### src/rtl/crc16_pkg.sv
package crc16_pkg;
  localparam int CRC_W  = 16;
  localparam int BYTE_W = 8;
  localparam logic [CRC_W-1:0] CCITT_POLY = 16'h1021;

  typedef enum logic {
    SEL_LOW  = 1'b0,
    SEL_HIGH = 1'b1
  } byte_sel_e;
endpackage

### src/rtl/crc16_regif.sv
module crc16_regif (
  input  logic clk,
  input  logic rst_n,
  input  logic wr_valid,
  input  logic wr_sel,
  input  logic busy,
  output logic wr_ready,
  output logic ld_high,
  output logic ld_low,
  output logic start,
  output logic seed_armed
);
  import crc16_pkg::*;

  logic taken;

  assign wr_ready = !busy;
  assign taken    = wr_valid && wr_ready;
  assign ld_high  = taken && (wr_sel == SEL_HIGH);
  assign ld_low   = taken && (wr_sel == SEL_LOW) && seed_armed;
  assign start    = taken && (wr_sel == SEL_LOW) && !seed_armed;

  always_ff @(posedge clk or negedge rst_n) begin
    if (!rst_n)       seed_armed <= 1'b0;
    else if (ld_high) seed_armed <= 1'b1;
    else if (ld_low)  seed_armed <= 1'b0;
  end
endmodule

### src/rtl/crc16_shift.sv
module crc16_shift #(
  parameter int CRC_W  = crc16_pkg::CRC_W,
  parameter int BYTE_W = crc16_pkg::BYTE_W,
  parameter logic [CRC_W-1:0] POLY = crc16_pkg::CCITT_POLY
) (
  input  logic              clk,
  input  logic              rst_n,
  input  logic              ld_high,
  input  logic              ld_low,
  input  logic              start,
  input  logic [BYTE_W-1:0] din,
  output logic [CRC_W-1:0]  crc,
  output logic              busy
);
  localparam int CNT_W = $clog2(BYTE_W);
  localparam logic [CNT_W-1:0] LAST = CNT_W'(BYTE_W - 1);

  logic [BYTE_W-1:0] shreg;
  logic [CNT_W-1:0]  bit_cnt;
  logic              fb;
  logic [CRC_W-1:0]  nxt;

  assign fb = crc[CRC_W-1] ^ shreg[BYTE_W-1];

  for (genvar i = 0; i < CRC_W; i++) begin : g_tap
    if (i == 0) begin : g_lsb
      assign nxt[i] = fb & POLY[i];
    end else begin : g_mid
      assign nxt[i] = crc[i-1] ^ (fb & POLY[i]);
    end
  end

  always_ff @(posedge clk or negedge rst_n) begin
    if (!rst_n) begin
      crc     <= '0;
      shreg   <= '0;
      bit_cnt <= '0;
      busy    <= 1'b0;
    end else if (busy) begin
      crc     <= nxt;
      shreg   <= {shreg[BYTE_W-2:0], 1'b0};
      bit_cnt <= bit_cnt + 1'b1;
      if (bit_cnt == LAST) busy <= 1'b0;
    end else if (start) begin
      shreg   <= din;
      bit_cnt <= '0;
      busy    <= 1'b1;
    end else if (ld_high) begin
      crc[CRC_W-1:CRC_W-BYTE_W] <= din;
    end else if (ld_low) begin
      crc[BYTE_W-1:0] <= din;
    end
  end
endmodule

### src/rtl/crc16_readmux.sv
module crc16_readmux #(
  parameter int CRC_W  = crc16_pkg::CRC_W,
  parameter int BYTE_W = crc16_pkg::BYTE_W
) (
  input  logic              rd_sel,
  input  logic [CRC_W-1:0]  crc,
  output logic [BYTE_W-1:0] rd_data
);
  import crc16_pkg::*;

  always_comb begin
    if (rd_sel == SEL_HIGH) rd_data = crc[CRC_W-1:CRC_W-BYTE_W];
    else                    rd_data = crc[BYTE_W-1:0];
  end
endmodule

### src/rtl/crc16_engine.sv
module crc16_engine #(
  parameter int CRC_W  = crc16_pkg::CRC_W,
  parameter int BYTE_W = crc16_pkg::BYTE_W,
  parameter logic [CRC_W-1:0] POLY = crc16_pkg::CCITT_POLY
) (
  input  logic              clk,
  input  logic              rst_n,
  input  logic              wr_valid,
  output logic              wr_ready,
  input  logic              wr_sel,
  input  logic [BYTE_W-1:0] wr_data,
  input  logic              rd_sel,
  output logic [BYTE_W-1:0] rd_data,
  output logic              busy
);
  logic             ld_high, ld_low, start, seed_armed;
  logic [CRC_W-1:0] crc_q;

  crc16_regif u_regif (
    .clk(clk), .rst_n(rst_n), .wr_valid(wr_valid), .wr_sel(wr_sel),
    .busy(busy), .wr_ready(wr_ready), .ld_high(ld_high), .ld_low(ld_low),
    .start(start), .seed_armed(seed_armed)
  );

  crc16_shift #(.CRC_W(CRC_W), .BYTE_W(BYTE_W), .POLY(POLY)) u_shift (
    .clk(clk), .rst_n(rst_n), .ld_high(ld_high), .ld_low(ld_low),
    .start(start), .din(wr_data), .crc(crc_q), .busy(busy)
  );

  crc16_readmux #(.CRC_W(CRC_W), .BYTE_W(BYTE_W)) u_rd (
    .rd_sel(rd_sel), .crc(crc_q), .rd_data(rd_data)
  );
endmodule

### config.mk
export PLATFORM = sky130hd
export DESIGN_NAME = crc16_engine
export DESIGN_NICKNAME = d
export VERILOG_FILES = /design/src/rtl/crc16_pkg.sv /design/src/rtl/crc16_regif.sv /design/src/rtl/crc16_shift.sv /design/src/rtl/crc16_readmux.sv /design/src/rtl/crc16_engine.sv
export SDC_FILE = /design/constraint.sdc
export NUM_CORES = 1
export LEC_CHECK = 0
export BUFFER_PORTS_ARGS = -buffer_cell sky130_fd_sc_hd__buf_4
export CORE_ASPECT_RATIO = 2
export CORE_MARGIN = 2
export CORE_UTILIZATION = 48
export CTS_CLUSTER_DIAMETER = 30
export DETAILED_ROUTE_END_ITERATION = 8
export MAX_ROUTING_LAYER = met4
export PLACE_DENSITY = 0.81
export REMOVE_ABC_BUFFERS = 1
export SYNTH_ARGS = -nofsm -noshare
export SYNTH_HDL_FRONTEND = slang
export SYNTH_SLANG_ARGS = --single-unit
export TNS_END_PERCENT = 100
### constraint.sdc
create_clock -name clk -period 1.79 [get_ports clk]
set_clock_uncertainty 0.1 [all_clocks]
set_input_delay 0.2685 -clock clk [delete_from_list [all_inputs] [get_ports clk]]
set_output_delay 0.2685 -clock clk [all_outputs]
set_load 0.05 [all_outputs]
## Word-level counts from Yosys, hierarchy flattened

Index checks and enable logic that the tools add are counted.

- Register bits after elaboration: 29
- Bits in latches: 0
- Memory bits (writable): 0
- Bits in read-only memories: 0
- Bits of input ports: 13
- Output and inout port bits: 10
- Logic and storage cells: 42
- Memories: 0

- Add/sub/neg operators: 1
- Multipliers: 0
- Divide/modulo/power cells: 0
- Magnitude comparators: 0
- Equality and inequality tests: 3
- Shift operators: 0
- Mux-type cells: 15
- Bitwise operators: 4
- Reductions and logical operators: 13

Operators with widths:

| operator | number |
|---|---|
| $mux W8 | 6 |
| $mux W16 | 2 |
| $reduce_bool A2 Y1 | 4 |
| $mux W3 | 2 |
| $logic_and A1 B1 Y1 | 5 |
| $mux W1 | 5 |
| $ne A2 B1 Y1 const B | 2 |
| $add A3 B1 Y3 const B | 1 |
| $eq A3 B3 Y1 const B | 1 |
| $reduce_and A3 Y1 | 1 |
| $xor A1 B1 Y1 | 3 |
| $logic_not A1 Y1 | 2 |
| $reduce_and A2 Y1 | 1 |
| $not A1 Y1 | 1 |

## Logic depth before layout (Yosys ltp)

Gate-level depths: netlist of the first run.

- Word-level depth: 8
- Gate-level depth with buffers: 6
- Gate-level depth less buffers: 4

## Hierarchy

A second synthesis of the first run with hierarchy kept.

- Cells, all modules: 144
- Area, all modules: 1,531.5 um2

By module, submodules not included:

| module | times used | cells an instance | area an instance (um2) | seq. area each (um2) |
|---|---|---|---|---|
| crc16_shift | 1 | 128 | 1,328.8 | 700.7 |
| crc16_readmux | 1 | 9 | 131.4 | 0.0 |
| crc16_regif | 1 | 7 | 71.3 | 25.0 |

## Worst setup path after synthesis of the first run

OpenSTA, ideal clock, no wires.

- Path kind: register to register
- Start point: reg u_shift.busy
- End point: reg u_shift.shreg[2]
- Setup time: 0.130 ns
- Arrival: 1.743 ns
- Data required time: 1.560 ns
- Slack: -0.184 ns
- Stages on the path, launching flop included: 7
- Buffers on the path: 3
- Period minus slack after synthesis: 1.974 ns
- Cells stage by stage: dfrtp_1 -> buf_6 -> or4b_4 -> buf_6 -> buf_6 -> mux2i_1 -> o21ai_1

- Cells in the longest elaborated chain, start to end: 5
- Elaborated cells on any way between the ends: 6
- Classes of those cells: mux (1); reduce/logical (5)

Ends and longest elaborated chain:

| item | RTL line | source |
|---|---|---|
| start, declared | crc16_shift.sv:13 | `output logic busy` |
| start signal, assigned | crc16_shift.sv:38 | `busy <= 1'b0;` |
| start signal, assigned | crc16_shift.sv:43 | `if (bit_cnt == LAST) busy <= 1'b0;` |
| start signal, assigned | crc16_shift.sv:47 | `busy <= 1'b1;` |
| $logic_not A1 Y1 | crc16_regif.sv:17 | `assign wr_ready = !busy;` |
| $logic_and A1 B1 Y1 | crc16_regif.sv:18 | `assign taken = wr_valid && wr_ready;` |
| $logic_and A1 B1 Y1 (2 in series) | crc16_regif.sv:21 | `assign start = taken && (wr_sel == SEL_LOW) && !seed_armed;` |
| $reduce_bool A2 Y1 (no source line) | -- |  |
| end signal, assigned | crc16_shift.sv:41 | `shreg <= {shreg[BYTE_W-2:0], 1'b0};` |
| end signal, assigned | crc16_shift.sv:45 | `shreg <= din;` |
| end, declared | crc16_shift.sv:18 | `logic [BYTE_W-1:0] shreg;` |

Parallel ways exist; a longest one is shown, timed or not.
A chain may end at the register's enable or synchronous reset.

## Worst setup path after layout of the first run

- Start point: reg u_shift.busy
- End point: out busy

RTL lines:

| item | RTL line | source |
|---|---|---|
| end, declared | crc16_engine.sv:14 | `output logic busy` |

No word-level cell between the ends.

==> impl_metrics.toml, run 1 <==
[cells_and_area]
stdcell_count = 184
nets = 168
drive_above_1_share_pct = 27.9
syn_to_final_growth_pct = 17.6
diodes = 0
final_area_mm2 = 0.00171

[routing]
drcViolationCount = 0
drtIter0Drc = 26
vias = 1080
via_per_inst = 5.87
antenna_left = 0
drt_wl_total_um = 3230
drtPass1Iterations = 4
wire_per_inst_um = 17.6

[placed_design]
hpwl_um = 2260
place.gp.congestion = 0.810
io_buffers = 22
placedCellCount = 175
place_area_mm2 = 0.00162

[synthesis]
synthTopCellsByArea = "dfrtp_1 50%, mux2i_1 12%, mux2_2 7.0%, nand2_1 5.2%, a221o_1 4.8%"
ys_warn_count = 0
ys_seq_area_share_pct = 49.9
syn-mean-instance-area_um2 = 11.2
syn-cell-area_mm2 = 0.00146
ys_ff_latch = 29
ys.flop_type = "dfrtp_1"
async_reset_ff_share_pct = 100
syn_inst = 130
synth_edf_count = 0
synth_top_area_share_pct = 49.9
yosys.area.top_type = "dfrtp_1"
synth.distinct_cells = 22

[floorplanning]
die_x_um = 42.9
top_level_ports = 23
core_mm2 = 0.00291
row_count = 28
dieArea_mm2 = 0.00351
die_h_um = 81.9
start_util_pct = 50.0

[pwr]
p_int_uw = 1870
seqPwrFrac_pct = 35.5
peakVddDrop_uv = 949
power_switching_share_pct = 43.2
power.switching_uw = 1420
power.share.combinational_pct = 48.7
power_frac_clock_pct = 15.8
p_total_uw = 3290
power.density_mw_per_mm2 = 1920
p_leak_uw = 0.000856

[sta]
slew_headroom_pct = 67.3
fin_crit_ns = 1.66
fmax_ghz = 0.602
finalMaxSlewViolations = 0
holdWs_ns = 0.134
period_share_pct = 92.7
hold_viol_final = 0
max_slew.worst_pin.slew_ns = 0.490
finalSetupViolations = 0
rsz0062_at_grt = "false"
fin_setup_tns_ns = 0

[worst_hold_path]
min_path_cells = 2
holdPathEnd = "u_shift.crc[6]"
hold_path.class = "input pin to flop"
worstHoldStart = "wr_data[6]"

[setup_path]
start_kind = "flop"
rr_worst_depth = 3
r2r_start = "u_shift.busy"
arrival_ns = 1.29
cp-end-kind = "output pin"
timing.critical_path.fanout_max = 37
critPathKind = "flop to output pin"
rrSetupSlack_ns = 0.18
cp.required_ns = 1.42
reg2reg_to = "u_shift.shreg[2]"

[cts]
cts_tree = "done"
cts_root_buffer = "clkbuf_8"
cts_buffer_depth = 2
clkSinkCount = 29
clock_latency_ns = 0.29
clk_pin_slew_ns = 0.07
cts.htree.levels = 2
cts_buffers = 5
cts_resized = 0

[global_route]
grt_pass1_vias = 1093
grt_pass1_wl_um = 5390
gr-usage-all-layers_pct = 21.7
grt_max_degree = 38
grt_overflow = 0
antenna_found_initial = 0

[flow_run]
cap_violations = 0

[status]
outcome = "finished, final reports clean"
-- cell families after synthesis --
group / Yosys count / synth area share [%]
AO/OA/AOI/OAI: 27 / 11.9
flip-flops: 29 / 49.9
AND/OR/NAND/NOR: 32 / 11.6
XOR/XNOR: 3 / 1.81
buffers and inverters: 11 / 4.47
multiplexers: 26 / 18.7
adder cells (fa/ha/maj): 2 / 1.72
-- worst max path at each step --
stage / start / endpoint / slack (ns) / cells after the start
finish: u_shift.busy / busy / 0.13 / 2
global route: u_shift.busy / busy / 0.05 / 2
CTS: u_shift.busy / busy / 0.14 / 2
detailed placement: u_shift.busy / u_shift.shreg[2] / 0.20 / 3
global placement: u_shift.busy / u_shift.shreg[3] / 0.27 / 3
floorplan: u_shift.busy / u_regif.seed_armed / -0.92 / 3
-- power by group through the flow --
| stage | clock [µW] | combinational [µW] | sequential [µW] |
|---|---|---|---|
| after floorplan | 0 | 1040 | 1240 |
| after global placement | 0 | 1550 | 1150 |
| after detailed placement | 0 | 1600 | 1170 |
| after CTS | 530 | 1620 | 1170 |
| after global routing | 553 | 1740 | 1200 |
| final | 521 | 1600 | 1170 |
-- layer usage --
metal | GRT usage, % | share of wire, % | vias up
met5 | - | 0 | -
met4 | 9.09 | 2.1 | 0
met3 | 5.49 | 4.0 | 6
met1 | 23.0 | 38 | 540
met2 | 37.7 | 56 | 23
li1 | - | - | 511
-- worst max-delay path, cell delays in order (launching register included) --
cell and delay, ns:
dfrtp_1 0.39, buf_4 0.34, buf_4 0.27
-- flip-flops by register name (all words and copies together) (netlist names) --
register and flops:
u_shift.crc 16, u_shift.shreg 8, u_shift.bit_cnt 3, u_regif.seed_armed 1, u_shift.busy 1
-- metrics by stage --
stage	util, %	worst slack [ns]
after floorplan	-	-0.915
after global placement	55.7	0.266
after detailed placement	55.7	0.200
after CTS	58.9	0.138
after global routing	58.9	0.0455
final	58.9	0.130
-- cell usage in the layout (no fill, tap or decap) --
| master | n |
|---|---|
| a211oi_1 | 1 |
| a21oi_1 | 1 |
| a221o_1 | 7 |
| and3_1 | 1 |
| and4bb_2 | 1 |
| buf_4 | 25 |
| clkbuf_1 | 1 |
| clkbuf_8 | 5 |
| clkinv_2 | 2 |
| dfrtp_1 | 29 |
| dlygate4sd3_1 | 1 |
| ha_1 | 2 |
| inv_1 | 1 |
| mux2_2 | 9 |
| mux2i_1 | 17 |
| nand2_1 | 20 |
| nand3_1 | 1 |
| nor2_1 | 1 |
| nor3b_1 | 7 |
| o21ai_0 | 13 |
| o21ai_1 | 5 |
| or4b_4 | 1 |
| xnor2_1 | 2 |
| xor2_1 | 1 |
-- final cells by class --
class                   count  area [µm²]
clock buffers               6        72.6
clock inverters             2        10.0
fillers                   257        1200
inverters                   1        3.75
multi-input cells          90         664
flip-flops and latches     29         726
well taps                  30        37.5
repair buffers             26         198
-- synth_stat cells (2+ instances only) --
library cell,count
dfrtp_1,29
o21ai_1,5
ha_1,2
mux2_2,9
xnor2_1,2
nand2_1,20
buf_6,3
a221o_1,7
clkbuf_1,6
nor3b_1,7
o21ai_0,13
mux2i_1,17
-- repair_timing --
| action | in CTS | in global routing |
|---|---|---|
| hold buffers | 1 | 0 |
| hold endpoints to repair | 29 | 0 |
| setup buffers | 0 | 0 |
Power figures use the tool's default switching activity.
==> inputs of run 2 (changes only) <==
--- a/config.mk
+++ b/config.mk
@@ -7,4 +7,5 @@
 export LEC_CHECK = 0
 export BUFFER_PORTS_ARGS = -buffer_cell sky130_fd_sc_hd__buf_4
+export CAP_MARGIN = 20
 export CORE_ASPECT_RATIO = 2
 export CORE_MARGIN = 2
--- a/constraint.sdc
+++ b/constraint.sdc
@@ -3,3 +3,3 @@
 set_input_delay 0.2685 -clock clk [delete_from_list [all_inputs] [get_ports clk]]
 set_output_delay 0.2685 -clock clk [all_outputs]
-set_load 0.05 [all_outputs]
+set_load 0.1 [all_outputs]
==> run 2 against run 1 <==
Worst setup slack worse by 0.044 ns. Utilization rose by 0.26 points. Maximum frequency down 2.6%. Register-to-register slack barely moved.
==> impl_metrics.toml, run 2 (synthesis results as in run 1) <==
[setup_path]
start_kind = "flop"
crit_end = "wr_ready"
cp.required_ns = 1.42
reg2reg_to = "u_shift.shreg[2]"
critPathKind = "flop to output pin"
arrival_ns = 1.34
r2r_start = "u_shift.busy"
rr_worst_depth = 3
cp-end-kind = "output pin"
critPathLaunch = "u_shift.busy"
rrSetupSlack_ns = 0.18
timing.critical_path.fanout_max = 14

[routing]
via_per_inst = 5.95
vias = 1095
wire_per_inst_um = 17.5
antenna_left = 0
drtIter0Drc = 23
drt_wl_total_um = 3220
drcViolationCount = 0
drtPass1Iterations = 4

[status]
outcome = "finished, final reports clean"

[cells_and_area]
syn_to_final_growth_pct = 18.1
stdcell_count = 184
nets = 168
utilization_pct = 59.1
largest_reg_flops = 16
n_fill_cell = 256
reg_top3 = "u_shift.crc x16, u_shift.shreg x8, u_shift.bit_cnt x3"
mostFrequentLayoutCell = "dfrtp_1"
largest_register = "u_shift.crc"
diodes = 0
drive_above_1_share_pct = 27.9
mostFrequentLayoutCells = "29 x dfrtp_1, 23 x buf_4, 20 x nand2_1"

[floorplanning]
core_mm2 = 0.00291
row_count = 28
top_level_ports = 23
die_h_um = 81.9
dieArea_mm2 = 0.00351
die_x_um = 42.9
start_util_pct = 50.0

[global_route]
antenna_found_initial = 0
grt_pass1_vias = 1093
grt_pass1_wl_um = 5390
grt_overflow = 0
gr-usage-all-layers_pct = 21.7
grt_max_degree = 38

[placed_design]
hpwl_um = 2260
io_buffers = 22
placedCellCount = 175
place.gp.congestion = 0.810

[cts]
cts_tree = "done"
cts_buffers = 5
clk_pin_slew_ns = 0.07
cts_buffer_depth = 2
cts.htree.levels = 2
post_cts_buffers = 0
cts_root_buffer = "clkbuf_8"
clock_latency_ns = 0.29
clkSinkCount = 29

[sta]
rsz0062_at_grt = "false"
fin_setup_tns_ns = 0
max_slew.worst_pin.slew_ns = 0.492
slew_headroom_pct = 67.1
hold_viol_final = 0
period_share_pct = 95.2
fmax_ghz = 0.587
finalMaxSlewViolations = 0
fin_crit_ns = 1.70
finalSetupViolations = 0

[worst_hold_path]
worstHoldStart = "wr_data[6]"
hold_path.class = "input pin to flop"

[flow_run]
cap_violations = 0
==> run 2: cell counts in the layout (fill, tap and decap cells not counted) <==
No cell type changed its count.
==> run 2: worst min-delay path by stage <==
| stage | end | slack, ns | cells past startpoint |
|---|---|---|---|
| 3_3_place_gp | u_shift.crc[5] | 0.10 | 1 |
| 6_report | u_shift.crc[6] | 0.14 | 2 |
| 5_1_grt | u_shift.crc[6] | 0.14 | 2 |
| 2_1_floorplan | u_regif.seed_armed | -0.13 | 0 |
| 3_5_place_dp | u_shift.crc[5] | 0.12 | 1 |
| 4_1_cts | u_shift.crc[6] | 0.13 | 2 |
==> run 2: worst max-delay path, cell delays in order, from the launching register on <==
cell,delay (ns)
dfrtp_1,0.41
buf_4,0.19
inv_1,0.18
buf_6,0.26
==> run 2: cell type report <==
cell class / instances / area, µm² / share of cell area, %
sequential: 29 / 726 / 42.2
multi-input combinational: 90 / 664 / 38.6
timing repair buffer: 26 / 205 / 11.9
clock buffer: 6 / 72.6 / 4.22
tap: 30 / 37.5 / 2.18
clock inverter: 2 / 10.0 / 0.582
inverter: 1 / 3.75 / 0.218
==> run 2: metrics by stage <==
| stage | setup WS [ns] | hold WS, ns | area [µm²] |
|---|---|---|---|
| CTS | 0.0452 | 0.132 | 1710 |
| detailed placement | 0.200 | 0.116 | 1620 |
| global placement | 0.266 | 0.102 | 1620 |
| global route | 0.0179 | 0.137 | 1720 |
| finish | 0.0857 | 0.137 | 1720 |
| floorplan | -1.62 | -0.127 | 1390 |
==> run 2: what timing repair did <==
item	4_1_cts	5_1_grt
gates resized for setup	0	2
hold buffers	1	0
endpoints found under the hold margin	29	0
setup endpoints to repair	0	2
==> run 2: routing by layer <==
metal / routed length [µm] / global-route usage (%)
met5: 0 / -
met4: 68 / 9.09
met3: 125 / 5.49
met2: 1810 / 37.7
met1: 1220 / 23.0
Power of run 2 is left out: the tool's default activity adds up to more than one toggle a clock period on the data nets, which glitch-free logic cannot reach.
==> inputs of run 3 (changes only) <==
Settings changed: CORE_UTILIZATION 48 to 50, PLACE_DENSITY 0.81 to 0.84, SETUP_SLACK_MARGIN set to 0.1, SKIP_CTS_REPAIR_TIMING set to 1.
==> run 3 against run 2 <==
Maximum frequency increased by 2.9%. Cell count grew 1.1%. Die area decreased by 3.7%. Utilization up 4.4 points. First-iteration DRC count rose by 96%. Critical path depth stayed put. Non-clock buffer count grew 4. Worst setup slack better by 0.048 ns. Register-to-register slack about the same. Global-route usage down 0.33 points. Sequential share of layout area shrank 0.96 points. Critical endpoint unchanged.
==> impl_metrics.toml, run 3 (synthesis results as in run 1) <==
[cells_and_area]
mostFrequentLayoutCells = "29 x dfrtp_1, 27 x buf_4, 20 x nand2_1"
reg_top3 = "u_shift.crc x16, u_shift.shreg x8, u_shift.bit_cnt x3"
largest_reg_flops = 16
n_fill_cell = 224
largest_register = "u_shift.crc"
syn_to_final_growth_pct = 20.9
diodes = 0
drive_above_1_share_pct = 29.9
mostFrequentLayoutCell = "dfrtp_1"
final_area_mm2 = 0.00176
nets = 172

[floorplanning]
row_count = 27
core_mm2 = 0.00277
die_h_um = 80.3
die_x_um = 42.1
dieArea_mm2 = 0.00338
start_util_pct = 52.5
top_level_ports = 23

[worst_hold_path]
min_path_cells = 2
hold_path.class = "input pin to flop"
worstHoldStart = "wr_data[4]"
holdPathEnd = "u_shift.crc[4]"

[routing]
drt_wl_total_um = 3110
vias = 1082
drtPass1Iterations = 4
drcViolationCount = 0
wire_per_inst_um = 16.7
drtIter0Drc = 45
antenna_left = 0
via_per_inst = 5.82

[placed_design]
place_area_mm2 = 0.00163
io_buffers = 22
hpwl_um = 2170
place.gp.congestion = 0.845
place_ws_ns = 0.214

[sta]
finalMaxSlewViolations = 0
slew_headroom_pct = 66.8
finalSetupViolations = 0
max_slew.worst_pin.slew_ns = 0.497
holdWs_ns = 0.137
hold_viol_final = 0
fmax_ghz = 0.604
rsz0062_at_grt = "true"
period_share_pct = 92.5
fin_crit_ns = 1.66
setup_ws_ns = 0.134

[cts]
clk_pin_slew_ns = 0.06
cts.htree.levels = 2
cts_root_buffer = "clkbuf_8"
cts_tree = "done"
clock_latency_ns = 0.28
cts_buffers = 5
cts_buffer_depth = 2
clkSinkCount = 29

[global_route]
gr-usage-all-layers_pct = 21.4
antenna_found_initial = 0
grt_max_degree = 30
grt_overflow = 0
grt_pass1_wl_um = 5080
grt_pass1_vias = 1034

[setup_path]
rr_worst_depth = 3
timing.critical_path.fanout_max = 18
arrival_ns = 1.29
path_cells = "buf_6, clkinvlp_4, buf_8"
critPathKind = "flop to output pin"
start_kind = "flop"
r2r_start = "u_shift.busy"
reg2reg_to = "u_shift.shreg[1]"
crit_slowest_cell = "dfrtp_1"
max_stage_delay_ns = 0.42
cp.required_ns = 1.42
rrSetupSlack_ns = 0.17
cp-end-kind = "output pin"

[flow_run]
cap_violations = 0

[status]
outcome = "finished, final reports clean"
[run 3: changes by cell type in the layout (fill, tap and decap cells not counted), sizes merged]
cell / delta
buf: +4
clkbuf: +1
clkinv: -2
clkinvlp: +1
inv: -1
[run 3: critical path, delay by kind of cell, from the launching register on]
family | cells | cell delay (ns)
buffers and inverters | 3 | 0.58
DFF | 1 | 0.42
[run 3: layout make-up]
cell class | instances | area, µm² | area share [%]
clock buffers | 7 | 86.3 | 4.91
well taps | 29 | 36.3 | 2.06
flip-flops and latches | 29 | 726 | 41.3
multi-input cells | 90 | 664 | 37.8
inverters | 1 | 7.51 | 0.427
repair buffers | 30 | 239 | 13.6
[run 3: worst max-delay path by stage]
stage | start | slack [ns] | cells after the start | endpoint
6_report | u_shift.busy | 0.13 | 3 | wr_ready
5_1_grt | u_shift.busy | 0.06 | 3 | wr_ready
4_1_cts | u_shift.busy | -0.008 | 3 | wr_ready
3_5_place_dp | u_shift.busy | 0.21 | 3 | u_shift.shreg[1]
3_3_place_gp | u_shift.busy | 0.27 | 3 | u_shift.shreg[6]
2_1_floorplan | u_shift.busy | -1.62 | 3 | u_regif.seed_armed
[run 3: per-stage QoR]
| stage | util (%) | instances | setup TNS [ns] |
|---|---|---|---|
| 2_1_floorplan | - | 120 | -22.79 |
| 3_3_place_gp | 58.7 | 175 | 0 |
| 3_5_place_dp | 58.7 | 175 | 0 |
| 4_1_cts | 61.8 | 182 | -0.00829 |
| 5_1_grt | 63.5 | 186 | 0 |
| 6_report | 63.5 | 186 | 0 |
[run 3: routing by layer]
metal | GRT usage, % | share of wire, % | vias to the layer above
met5 | - | 0 | -
met4 | 10.3 | 2.4 | 0
met3 | 6.07 | 5.1 | 6
met2 | 36.9 | 53 | 26
met1 | 21.9 | 40 | 534
li1 | - | - | 516
Power of run 3 is left out for the same reason.
